$ cat config.mk
export PLATFORM = sky130hd
export DESIGN_NAME = bus_cond_mon
export DESIGN_NICKNAME = d
export VERILOG_FILES = /design/src/rtl/bcm_pkg.sv /design/src/rtl/bcm_sync.sv /design/src/rtl/bcm_cond_det.sv /design/src/rtl/bcm_busy_tracker.sv /design/src/rtl/bus_cond_mon.sv
export SDC_FILE = /design/constraint.sdc
export NUM_CORES = 1
export LEC_CHECK = 0
export ABC_CLOCK_PERIOD_IN_PS = 4590
export CORE_MARGIN = 8
export CORE_UTILIZATION = 38
export CTS_BUF_LIST = sky130_fd_sc_hd__clkbuf_8
export DETAILED_ROUTE_END_ITERATION = 8
export DONT_BUFFER_PORTS = 1
export RECOVER_POWER = 25
export SETUP_SLACK_MARGIN = 0.1
export SYNTH_ARGS = -nofsm -noshare
export SYNTH_HDL_FRONTEND = slang
export SYNTH_SLANG_ARGS = --single-unit
export TNS_END_PERCENT = 5
$ cat constraint.sdc
create_clock -name clk_i -period 4.59 [get_ports clk_i]
set_input_delay 0.459 -clock clk_i [delete_from_list [all_inputs] [get_ports clk_i]]
set_output_delay 0.459 -clock clk_i [all_outputs]
set_load 0.02 [all_outputs]
$ cat src/rtl/bcm_pkg.sv
package bcm_pkg;
  typedef struct packed {
    logic scl;
    logic sda;
  } bcm_lines_t;

  localparam bcm_lines_t LINES_IDLE = '{scl: 1'b1, sda: 1'b1};
endpackage

$ cat src/rtl/bcm_sync.sv
module bcm_sync
  import bcm_pkg::*;
#(
  parameter int STAGES = 2
) (
  input  logic       clk_i,
  input  logic       rst_ni,
  input  bcm_lines_t lines_i,
  output bcm_lines_t lines_o
);
  bcm_lines_t stage_q [STAGES];

  for (genvar i = 0; i < STAGES; i++) begin : g_stage
    if (i == 0) begin : g_first
      always_ff @(posedge clk_i or negedge rst_ni) begin
        if (!rst_ni) stage_q[i] <= LINES_IDLE;
        else         stage_q[i] <= lines_i;
      end
    end else begin : g_next
      always_ff @(posedge clk_i or negedge rst_ni) begin
        if (!rst_ni) stage_q[i] <= LINES_IDLE;
        else         stage_q[i] <= stage_q[i-1];
      end
    end
  end

  assign lines_o = stage_q[STAGES-1];
endmodule

$ cat src/rtl/bcm_cond_det.sv
module bcm_cond_det
  import bcm_pkg::*;
(
  input  logic       clk_i,
  input  logic       rst_ni,
  input  bcm_lines_t lines_s_i,
  output logic       start_o,
  output logic       stop_o,
  output logic       scl_rise_o
);
  bcm_lines_t prev_q;

  always_ff @(posedge clk_i or negedge rst_ni) begin
    if (!rst_ni) prev_q <= LINES_IDLE;
    else         prev_q <= lines_s_i;
  end

  // clock high across both samples qualifies a data edge as a condition
  logic scl_held;
  assign scl_held   = prev_q.scl & lines_s_i.scl;
  assign start_o    = scl_held &  prev_q.sda & ~lines_s_i.sda;
  assign stop_o     = scl_held & ~prev_q.sda &  lines_s_i.sda;
  assign scl_rise_o = ~prev_q.scl & lines_s_i.scl;

  a_r2_start_single : assert property (@(posedge clk_i) disable iff (!rst_ni)
    start_o |=> !start_o);
  a_r3_stop_single : assert property (@(posedge clk_i) disable iff (!rst_ni)
    stop_o |=> !stop_o);
  a_r9_cond_exclusive : assert property (@(posedge clk_i) disable iff (!rst_ni)
    !(start_o && stop_o));
  a_r7_rise_single : assert property (@(posedge clk_i) disable iff (!rst_ni)
    scl_rise_o |=> !scl_rise_o);
endmodule

$ cat src/rtl/bcm_busy_tracker.sv
module bcm_busy_tracker
  import bcm_pkg::*;
#(
  parameter int IDLE_CYCLES  = 2500,
  parameter int GUARD_CYCLES = 250
) (
  input  logic       clk_i,
  input  logic       rst_ni,
  input  bcm_lines_t lines_s_i,
  input  logic       start_i,
  input  logic       stop_i,
  output logic       busy_o
);
  localparam int HW = $clog2(IDLE_CYCLES + 1);
  localparam int GW = (GUARD_CYCLES > 1) ? $clog2(GUARD_CYCLES) : 1;
  localparam logic [HW-1:0] HI_LIMIT   = HW'(IDLE_CYCLES);
  localparam logic [GW-1:0] GUARD_LAST = GW'(GUARD_CYCLES - 1);

  logic [HW-1:0] hi_cnt_q;
  logic [GW-1:0] guard_cnt_q;
  logic          guard_act_q;
  logic          busy_q;
  logic          both_hi, timeout, guard_last;

  assign both_hi    = lines_s_i.scl & lines_s_i.sda;
  assign timeout    = (hi_cnt_q >= HI_LIMIT);
  assign guard_last = (guard_cnt_q == GUARD_LAST);

  // saturating run length of both-lines-high samples
  always_ff @(posedge clk_i or negedge rst_ni) begin
    if (!rst_ni)       hi_cnt_q <= '0;
    else if (!both_hi) hi_cnt_q <= '0;
    else if (!timeout) hi_cnt_q <= hi_cnt_q + 1'b1;
  end

  always_ff @(posedge clk_i or negedge rst_ni) begin
    if (!rst_ni) begin
      busy_q      <= 1'b0;
      guard_act_q <= 1'b0;
      guard_cnt_q <= '0;
    end else if (start_i) begin
      busy_q      <= 1'b1;
      guard_act_q <= 1'b0;
    end else if (timeout) begin
      busy_q      <= 1'b0;
      guard_act_q <= 1'b0;
    end else if (guard_act_q) begin
      if (guard_last) begin
        busy_q      <= 1'b0;
        guard_act_q <= 1'b0;
      end else begin
        guard_cnt_q <= guard_cnt_q + 1'b1;
      end
    end else if (stop_i && busy_q) begin
      guard_act_q <= 1'b1;
      guard_cnt_q <= '0;
    end
  end

  assign busy_o = busy_q;

  a_r4_busy_after_start : assert property (@(posedge clk_i) disable iff (!rst_ni)
    start_i |=> busy_o);
  a_r6_timeout_clears : assert property (@(posedge clk_i) disable iff (!rst_ni)
    (timeout && !start_i) |=> !busy_o);
  a_r5_guard_holds : assert property (@(posedge clk_i) disable iff (!rst_ni)
    (guard_act_q && !guard_last && !timeout) |=> busy_o);
  a_r6_count_bound : assert property (@(posedge clk_i) disable iff (!rst_ni)
    hi_cnt_q <= HI_LIMIT);
  a_r10_guard_needs_busy : assert property (@(posedge clk_i) disable iff (!rst_ni)
    guard_act_q |-> busy_o);
endmodule

$ cat src/rtl/bus_cond_mon.sv
module bus_cond_mon
  import bcm_pkg::*;
#(
  parameter int SYNC_STAGES  = 2,
  parameter int IDLE_CYCLES  = 2500,
  parameter int GUARD_CYCLES = 250
) (
  input  logic clk_i,
  input  logic rst_ni,
  input  logic scl_i,
  input  logic sda_i,
  output logic start_o,
  output logic stop_o,
  output logic restart_o,
  output logic scl_rise_o,
  output logic busy_o
);
  bcm_lines_t lines_raw, lines_s;
  logic       start_w, stop_w, rise_w, busy_w;

  assign lines_raw = '{scl: scl_i, sda: sda_i};

  bcm_sync #(.STAGES(SYNC_STAGES)) u_sync (
    .clk_i   (clk_i),
    .rst_ni  (rst_ni),
    .lines_i (lines_raw),
    .lines_o (lines_s)
  );

  bcm_cond_det u_det (
    .clk_i      (clk_i),
    .rst_ni     (rst_ni),
    .lines_s_i  (lines_s),
    .start_o    (start_w),
    .stop_o     (stop_w),
    .scl_rise_o (rise_w)
  );

  bcm_busy_tracker #(
    .IDLE_CYCLES  (IDLE_CYCLES),
    .GUARD_CYCLES (GUARD_CYCLES)
  ) u_busy (
    .clk_i     (clk_i),
    .rst_ni    (rst_ni),
    .lines_s_i (lines_s),
    .start_i   (start_w),
    .stop_i    (stop_w),
    .busy_o    (busy_w)
  );

  assign start_o    = start_w;
  assign stop_o     = stop_w;
  assign scl_rise_o = rise_w;
  assign busy_o     = busy_w;
  assign restart_o  = start_w & busy_w;

  a_r8_restart_keeps_busy : assert property (@(posedge clk_i) disable iff (!rst_ni)
    restart_o |=> busy_o);
endmodule

# Word level (Yosys, flattened, before mapping)
# Cells that the tools add are included.
[totals] register_bits=28 output_inout_bits=5 word_cells=49
[op_classes] addsub=2 n_lt_le_gt_ge=1 eq_ne=3 muxes=14 n_bitwise=13 reduce_logical=6
[op_table] op="12-bit 2-to-1 mux" count=2
[op_table] op="8-bit 2-to-1 mux" count=3
[op_table] op="12-bit by 1-bit adder with 12-bit output (second input constant)" count=1
[op_table] op="12-bit >= comparator (second input constant)" count=1
[op_table] op="1-bit 2-to-1 mux" count=9
[op_table] op="8-bit by 1-bit adder with 8-bit output (second input constant)" count=1
[op_table] op="1-bit bitwise AND" count=8
[op_table] op="8-bit equality test (second input constant)" count=1
[op_table] op="3-bit nonzero test" count=2
[op_table] op="1-bit inverter" count=5
[op_table] op="2-bit inequality test (second input constant)" count=2
[op_table] op="4-bit AND reduction" count=1
[op_table] op="2-bit AND reduction" count=1
[op_table] op="2-bit nonzero test" count=1
[op_table] op="1-bit logical AND" count=1

# Logic depth before layout (Yosys ltp)
# Gate-level depths: netlist of run 1.
[depth] ltp_word=8 depth_mapped=7 depth_no_buf=7

# Cells and area by module
# A second synthesis of run 1 with hierarchy kept.
[hier_totals] hier_cells=144 area_unflattened_um2=1426.4
[by_module_without_submodules] module="bcm_busy_tracker" instances=1 cells_each=132 area_each_um2=1219.9 seq_area_each_um2=550.5
[by_module_without_submodules] module="bcm_sync" instances=1 cells_each=6 area_each_um2=120.1 seq_area_each_um2=105.1
[by_module_without_submodules] module="bcm_cond_det" instances=1 cells_each=5 area_each_um2=80.1 seq_area_each_um2=52.6
[by_module_without_submodules] module="bus_cond_mon" instances=1 cells_each=1 area_each_um2=6.3 seq_area_each_um2=0.0

# Least setup slack after synthesis of run 1
# No wires, ideal clock.
[synth_timing] kind="reg2reg" from="reg u_sync.stage_q (netlist bit u_sync.lines_o[1])" to="reg u_busy.guard_cnt_q[2]" setup_time_ns=0.126 t_arrival_ns=1.692 slack_ns=2.772 path_stages_with_launch=6 path_cell_list="dfstp_2 and4b_1 o21ba_2 and2_1 clkbuf_1 a221o_1"
[synth_via] word_cells_on_any_way=9 classes_between="bitwise: 6; reduce/logical: 3"
[synth_lines] item="from (decl)" line_no="bcm_sync.sv:11" source="bcm_lines_t stage_q [STAGES];"
[synth_lines] item="from (signal, indexed assignment)" line_no="bcm_sync.sv:22" source="else stage_q[i] <= stage_q[i-1];"
[synth_lines] item="1-bit bitwise AND" line_no="bcm_cond_det.sv:20" source="assign scl_held = prev_q.scl & lines_s_i.scl;"
[synth_lines] item="1-bit bitwise AND (2 in a row)" line_no="bcm_cond_det.sv:21" source="assign start_o = scl_held & prev_q.sda & ~lines_s_i.sda;"
[synth_lines] item="net start_o" line_no="bus_cond_mon.sv:12" source="output logic start_o,"
[synth_lines] item="1-bit inverter (no source line)"
[synth_lines] item="4-bit AND reduction (no source line)"
[synth_lines] item="to (signal assigned)" line_no="bcm_busy_tracker.sv:52" source="guard_cnt_q <= guard_cnt_q + 1'b1;"
[synth_lines] item="to (decl)" line_no="bcm_busy_tracker.sv:20" source="logic [GW-1:0] guard_cnt_q;"
# The timed path passes the listed nets, and every way through them passes these cells.
# A chain may end at the register's enable or synchronous reset.

# Final worst setup path of run 1
[layout_timing] from="reg u_busy.hi_cnt_q[5]" to="reg u_busy.guard_cnt_q[5]"
[layout_via] elab_chain_cells=3
[layout_rtl] item="from (decl)" line_no="bcm_busy_tracker.sv:19" source="logic [HW-1:0] hi_cnt_q;"
[layout_rtl] item="from (signal assigned)" line_no="bcm_busy_tracker.sv:33" source="else if (!timeout) hi_cnt_q <= hi_cnt_q + 1'b1;"
[layout_rtl] item="12-bit >= comparator" line_no="bcm_busy_tracker.sv:26" source="assign timeout = (hi_cnt_q >= HI_LIMIT);"
[layout_rtl] item="1-bit inverter (no source line)"
[layout_rtl] item="4-bit AND reduction (no source line)"
# No other way between the ends.

==> impl_metrics.json, run 1 <==
{
  "outcome": "finished clean",
  "antenna_found_initial": 0,
  "cp.required_ps": 4750,
  "die_x_um": 76.7,
  "dieArea_sq_mm": 0.00589,
  "die_h_um": 76.7,
  "cts_max_path_buffers": 2,
  "insertedDiodeCount": 0,
  "via_per_inst": 5.45,
  "cts.repair.resized": 0,
  "syn2layout_area_growth_pct": 8.84,
  "finalWeightedCongestion": 0.745,
  "grt_pass1_wl_um": 4460,
  "synth-main-ff-cell": "dfrtp_1",
  "portBuffers": 0,
  "worstPathMaxFanout": 7,
  "async_flop_share_pct": 100,
  "min_path_type": "input port to flop",
  "relSlewSlack_pct": 29.6,
  "top_level_ports": 9,
  "fin_crit_ps": 2230,
  "hold_viol_final": 0,
  "path_cells": "nor4_1, o21a_1, nand3_2, a221o_1",
  "place_hpwl_um": 1830,
  "syn_nets": 139,
  "post-route-util_pct": 42.3,
  "leakagePower_nw": 0.628,
  "rsz0062_at_grt": "false",
  "worst_pin_slew_ps": 1050,
  "maxCapViolations": 0,
  "clk_latency_ps": 270,
  "ant_nets": 0,
  "gr-usage-all-layers_pct": 9.11,
  "synth.area.top_cells": "dfrtp_1 (39%), dfstp_2 (11%), a221o_1 (4.3%), ha_1 (3.6%), and3_1 (2.7%)",
  "core_sq_mm": 0.00361,
  "drtIter0Drc": 50,
  "synth_edf_count": 0,
  "fmax_ghz": 0.448,
  "cts_tree": "done",
  "yosys_warnings": 0,
  "grt_max_degree": 23,
  "syn_area_sq_mm": 0.00140,
  "cts.sinks": 28,
  "synth-seq-cells": 28,
  "powerDensity_mw_per_mm2": 377,
  "setup_viol": 0,
  "cts.clk_slew.worst_paths_ps": 100,
  "rows": 22,
  "first_global_vias": 997,
  "cts_buffers": 3,
  "ys_seq_area_share_pct": 50.5,
  "avgRoutedWirePerCell_um": 14.4,
  "synthCells": 131,
  "fin_nets": 143,
  "critPathCaptureType": "flop",
  "yosysUniqueCellTypes": 40,
  "dr.pass1.iters": 4,
  "final.setup_skew_ps": 7.65,
  "fin_tns_setup_ps": 0,
  "startpoint_type": "flop",
  "vdd.ir_drop.worst_uv": 134,
  "drt-total-wl_um": 2630,
  "grt_overflow_total": 0,
  "cpPeakStageDelay_ps": 640,
  "drc": 0,
  "yosysTopAreaCellShare_pct": 39.3,
  "seqCellArea_sq_um": 708,
  "avgSynthCellArea_sq_um": 10.7,
  "start_util_pct": 38.9,
  "drive_above_1_share_pct": 10.4,
  "htree_levels": 1,
  "crit_type": "flop to flop",
  "fillCellCount": 339,
  "fin_crit_sh_pct": 48.7,
  "synth_top_area_cell": "dfrtp_1",
  "multiInputGateArea_sq_um": 647,
  "cts_root_buffer": "clkbuf_8",
  "finalMaxSlewViolations": 0,
  "slowest_stage": "nor4_1",
  "vias": 992,
  "worst_ep_arrival_time_ps": 2390
}
[logic make-up (layout without fill, tap and decap cells)]
kind of cell    Yosys count  count (layout)  share of synthesized area (%)
fa+ha+maj                 4               4                           3.57
compound gates           30              30                           15.5
mux                       2               2                           1.43
flops                    28              28                           50.5
xor+xnor                  3               3                           1.88
simple gates             56              56                           24.9
buf+inv                   8              11                           2.14
[power by group]
group	total (W)	switching [W]	internal (W)
registers	0.000310	0.0000369	0.000274
clock network	0.000193	0.0000760	0.000117
logic	0.0000716	0.0000354	0.0000363
[layout by cell type, fill, tap and decap left out, types with 2 or more instances in the layout]
cell type	netlist	final
and4b_1	2	2
or3_1	5	5
dlygate4sd3_1	0	2
or2_2	3	3
nor3b_1	5	5
a21o_1	2	2
nand4_1	4	4
nor4_1	1	2
and2_1	4	4
dfrtp_1	22	22
ha_1	4	4
nor2_1	5	5
dfstp_2	6	4
dfstp_1	0	2
nand2_1	9	9
a21oi_1	7	7
o21a_1	1	2
mux2i_1	2	2
inv_1	5	5
and3_1	6	6
xor2_1	2	2
a221o_1	6	6
o21ai_0	5	5
nand3_1	5	5
clkbuf_8	0	3
[flip-flops by register name (all words and copies together) (netlist names)]
name / cells
u_sync.stage_q: 2
u_det.prev_q: 2
u_sync.lines_o: 2
u_busy.busy_o: 1
u_busy.hi_cnt_q: 12
u_busy.guard_act_q: 1
u_busy.guard_cnt_q: 8
[per-stage QoR]
step	total power, W	setup slack, ps	cells	instance area [sq um]	hold WS [ps]
global route	0.000604	2230	182	1530	149
global placement	0.000377	2770	176	1450	164
CTS	0.000581	2600	181	1530	4.06
floorplan	0.000363	2770	131	1400	163
detailed placement	0.000382	2720	176	1450	165
finish	0.000575	2360	182	1530	169
[routing by layer]
layer	part of all wire, %	vias up	routed length (um)	GRT usage, %
li1	-	491	-	-
met1	47	486	1240	10.2
met2	49	13	1300	16.3
met3	2.8	2	73	2.80
met4	0.65	0	17	2.31
met5	0	-	0	0
[critical path: cells and delay by family, from the launching register on]
family           cells  cell delay, ps
AND/OR/NAND/NOR      2             850
AO/OA/AOI/OAI        2             810
flip-flops           1             450
[repair_timing]
action                    4_1_cts  5_1_grt
hold endpoints to repair       22        6
hold buffers                    1        1
buffers inserted                0        0
[layout make-up]
cell class / count / share of cell area, %
clock buffers: 3 / 2.71
clock inverters: 1 / 1.97
inverters: 5 / 1.23
multi-input cells: 95 / 42.4
flip-flops and latches: 28 / 46.4
well taps: 48 / 3.94
repair buffers: 2 / 1.31
[final timing paths]
path                       cells past startpoint                           start  slack [ps]                                 to
min                                            0                           scl_i         170        u_sync.stage_q[3]$_DFF_PN1_
max                                            4  u_busy.hi_cnt_q[5]$_DFFE_PN0P_        2360  u_busy.guard_cnt_q[5]$_DFFE_PN0P_
min in group asynchronous                      1                          rst_ni         730        u_sync.stage_q[2]$_DFF_PN1_
max reg2reg                                    4  u_busy.hi_cnt_q[5]$_DFFE_PN0P_        2360  u_busy.guard_cnt_q[5]$_DFFE_PN0P_
min reg2reg                                    0     u_sync.stage_q[2]$_DFF_PN1_         370        u_sync.lines_o[0]$_DFF_PN1_
max in group asynchronous                      1                          rst_ni        3140  u_busy.guard_cnt_q[5]$_DFFE_PN0P_
[Yosys cell counts, drive strengths merged (2+ instances only)]
master,count
nand3,6
mux2i,2
or2,3
dfstp,6
a221o,6
or3,5
nor4,2
o21a,2
nand2,9
ha,4
xor2,2
nor2,5
and4b,2
nor3b,5
o21ai,6
dfrtp,22
and3,6
and2,4
inv,5
o211ai,2
a21o,2
nand4,4
a21oi,7
clkbuf,3
Note: power is estimated with default switching activity, not from simulation.
==> run 2: changes to the inputs <==
--- a/config.mk
+++ b/config.mk
@@ -5,7 +5,8 @@
 export SDC_FILE = /design/constraint.sdc
 export NUM_CORES = 1
 export LEC_CHECK = 0
-export ABC_CLOCK_PERIOD_IN_PS = 4590
+export ABC_AREA = 1
+export ABC_CLOCK_PERIOD_IN_PS = 1900
 export CORE_MARGIN = 8
 export CORE_UTILIZATION = 38
 export CTS_BUF_LIST = sky130_fd_sc_hd__clkbuf_8
==> constraint.sdc (replaced) <==
create_clock -name clk_i -period 1.9 [get_ports clk_i]
set_input_delay 0.19 -clock clk_i [delete_from_list [all_inputs] [get_ports clk_i]]
set_output_delay 0.19 -clock clk_i [all_outputs]
set_load 0.02 [all_outputs]
==> run 2 against run 1 <==
Compared with the run above:
- core utilization grew 0.84 points
- global-route usage increased by 2.0 points
- setup slack lost 2100 ps
- die area is 9.3% higher
- combinational power grew to 2.7 times the previous value
- clock skew increased by 5.1 ps
- flip-flop and latch count is the same
- clock power increased by 69%
- synthesized cell count grew 62%
- area after synthesis rose by 12%
- total power grew 110%
- cell area up 13%
- largest cell class is now multi-input combinational cells
==> impl_metrics.json, run 2 <==
{
  "drc": 0,
  "synthMuxAreaShare_pct": 0,
  "syn_nets": 220,
  "top_register": "u_busy.hi_cnt_q",
  "syn2layout_area_growth_pct": 10.1,
  "fin_crit_ps": 1630,
  "finalMaxSlewViolations": 0,
  "rows": 23,
  "min_path_type": "flop to flop",
  "outcome": "finished clean",
  "cp.required_ps": 1710,
  "cts_buffers": 3,
  "grt_max_degree": 29,
  "cts_setup_buffers": 0,
  "largest_reg_flops": 12,
  "cts.sinks": 28,
  "synth_common_cells": "nand2_1 (66), nor2_1 (28), inv_1 (23), dfrtp_1 (22), nand3_1 (19)",
  "rsz0062_at_grt": "false",
  "post-route-util_pct": 43.1,
  "synth-main-ff-cell": "dfrtp_1",
  "cts_max_path_buffers": 2,
  "vias": 1319,
  "synth_edf_count": 0,
  "gr-usage-all-layers_pct": 11.1,
  "maxCapViolations": 0,
  "layout_commonest_cell": "nand2_1",
  "core_sq_mm": 0.00400,
  "synthAdderAreaFrac_pct": 3.19,
  "cts_tree": "done",
  "fmax_ghz": 0.612,
  "vdd.ir_drop.worst_uv": 361,
  "reg_top3": "u_busy.hi_cnt_q (12), u_busy.guard_cnt_q (8)",
  "worstPathMaxFanout": 3,
  "drtIter0Drc": 49,
  "reg2reg_depth": 7,
  "setup_viol": 0,
  "finalWeightedCongestion": 0.817,
  "cts_root_buffer": "clkbuf_8",
  "cts.clk_slew.worst_paths_ps": 100,
  "dieArea_sq_mm": 0.00644,
  "syn_area_sq_mm": 0.00157,
  "yosysUniqueCellTypes": 24,
  "die_x_um": 80.2,
  "critPathCaptureType": "output pin",
  "antenna_found_initial": 0,
  "avgRoutedWirePerCell_um": 12.2,
  "yosysMostFrequentCell": "nand2_1",
  "drive_above_1_share_pct": 12.2,
  "hold_viol_final": 0,
  "htree_levels": 1,
  "holdPathStages": 0,
  "first_global_vias": 1293,
  "via_per_inst": 4.87,
  "leakagePower_nw": 0.833,
  "grt_overflow_total": 0,
  "insertedDiodeCount": 0,
  "start_util_pct": 39.2,
  "final_cell_mix": "nand2_1 (66), nor2_1 (28), inv_1 (24)",
  "synth-seq-cells": 28,
  "drt-total-wl_um": 3300,
  "powerDensity_mw_per_mm2": 708,
  "crit_type": "flop to output pin",
  "synth_compound_area_share_pct": 4.87,
  "final.setup_skew_ps": 12.7,
  "clk_latency_ps": 280,
  "worst_ep_arrival_time_ps": 1440,
  "fin_crit_sh_pct": 86.0,
  "fin_nets": 230,
  "synth_top_area_cell": "dfrtp_1",
  "die_h_um": 80.2,
  "fillCellCount": 420,
  "relSlewSlack_pct": 15.0,
  "fin_tns_setup_ps": 0,
  "async_flop_share_pct": 100,
  "yosys.area_share.simple_pct": 37.5,
  "yosys_warnings": 0,
  "worst_pin_slew_ps": 1270,
  "synthCells": 212,
  "synth_top_family_by_area": "simple AND/OR/NAND/NOR gates",
  "dr.pass1.iters": 4,
  "synth.area.top_cells": "dfrtp_1 (35%), nand2_1 (16%), dfstp_2 (10%), nor2_1 (6.7%), nand3_1 (6.1%)",
  "place_hpwl_um": 2320,
  "portBuffers": 0,
  "grt_pass1_wl_um": 5840,
  "ys_seq_area_share_pct": 45.2,
  "top_level_ports": 9,
  "avgSynthCellArea_sq_um": 7.40,
  "ant_nets": 0,
  "startpoint_type": "flop",
  "yosysTopAreaCellShare_pct": 35.1,
  "synth-xor-area-share_pct": 1.12
}
run 2: cell count changes in the layout (fill, tap and decap cells not counted), moves of 5 or more:
cell     change
a221o_1      -6
nand2_1     +57
or3_1        -5
inv_2        +7
and3_1       -6
o21ai_1      +6
nand3_1     +14
nor2_1      +23
nand4_1      +7
inv_1       +19
run 2: logic make-up after synthesis:
group           count (synthesis)
simple gates                  132
fa+ha+maj                       4
compound gates                 14
flops                          28
buf+inv                        32
xor+xnor                        2
run 2: worst max-delay path: stages (launching register included):
cell and delay (ps):
dfstp_2 560, nand3_1 70, nor2_1 160, inv_2 70
nor2_1 310
run 2: report_power, final:
| part | switching [W] | leakage [nW] | total, W | internal, W |
|---|---|---|---|---|
| combinational | 0.000123 | 0.443 | 0.000190 | 0.0000667 |
| sequential | 0.0000613 | 0.363 | 0.000704 | 0.000643 |
| clock | 0.000181 | 0.0269 | 0.000326 | 0.000145 |
run 2: per-stage QoR:
step / setup slack [ps] / cell area (sq um) / hold WS [ps] / cells / power [W]
final: 267 / 1730 / 359 / 271 / 0.00122
after global placement: 467 / 1640 / -105 / 263 / 0.000888
after floorplan: 378 / 1570 / -106 / 212 / 0.000839
after global routing: 99.2 / 1730 / 367 / 271 / 0.00130
after detailed placement: 463 / 1640 / -105 / 263 / 0.000889
after CTS: 237 / 1730 / 347 / 271 / 0.00125
run 2: layer usage:
layer	share of wire (%)	vias to the layer above	track usage [%]	wire, um
met2	49	12	18.7	1630
met4	0.82	0	2.18	27
met5	0	-	0	0
met3	2.7	2	2.68	90
li1	-	690	-	-
met1	47	615	14.0	1550
run 2: repair_timing:
action | CTS | global route
hold buffers | 4 | 0
endpoints found under the hold margin | 30 | 0
gates resized for setup | 0 | 0
run 2: final cells by class:
| type | instances | area [sq um] | share of cell area (%) |
|---|---|---|---|
| inverters | 30 | 113 | 6.53 |
| clock buffers | 3 | 41.3 | 2.39 |
| clock inverters | 1 | 3.75 | 0.218 |
| repair buffers | 7 | 65.1 | 3.77 |
| multi-input cells | 152 | 732 | 42.4 |
| well taps | 50 | 62.6 | 3.63 |
| flip-flops and latches | 28 | 708 | 41.0 |
run 2: final timing paths:
check | slack [ps] | endpoint | startpoint
setup / recovery | 270 | restart_o | u_det.prev_q[1]$_DFF_PN1_
hold / removal | 360 | u_sync.lines_o[1]$_DFF_PN1_ | u_sync.stage_q[3]$_DFF_PN1_
setup reg to reg | 460 | u_busy.guard_cnt_q[5]$_DFFE_PN0P_ | u_sync.lines_o[1]$_DFF_PN1_
hold reg to reg | 360 | u_sync.lines_o[1]$_DFF_PN1_ | u_sync.stage_q[3]$_DFF_PN1_
max in group asynchronous | 390 | u_busy.hi_cnt_q[3]$_DFFE_PN0P_ | rst_ni
min in group asynchronous | 750 | u_busy.guard_cnt_q[7]$_DFFE_PN0P_ | rst_ni
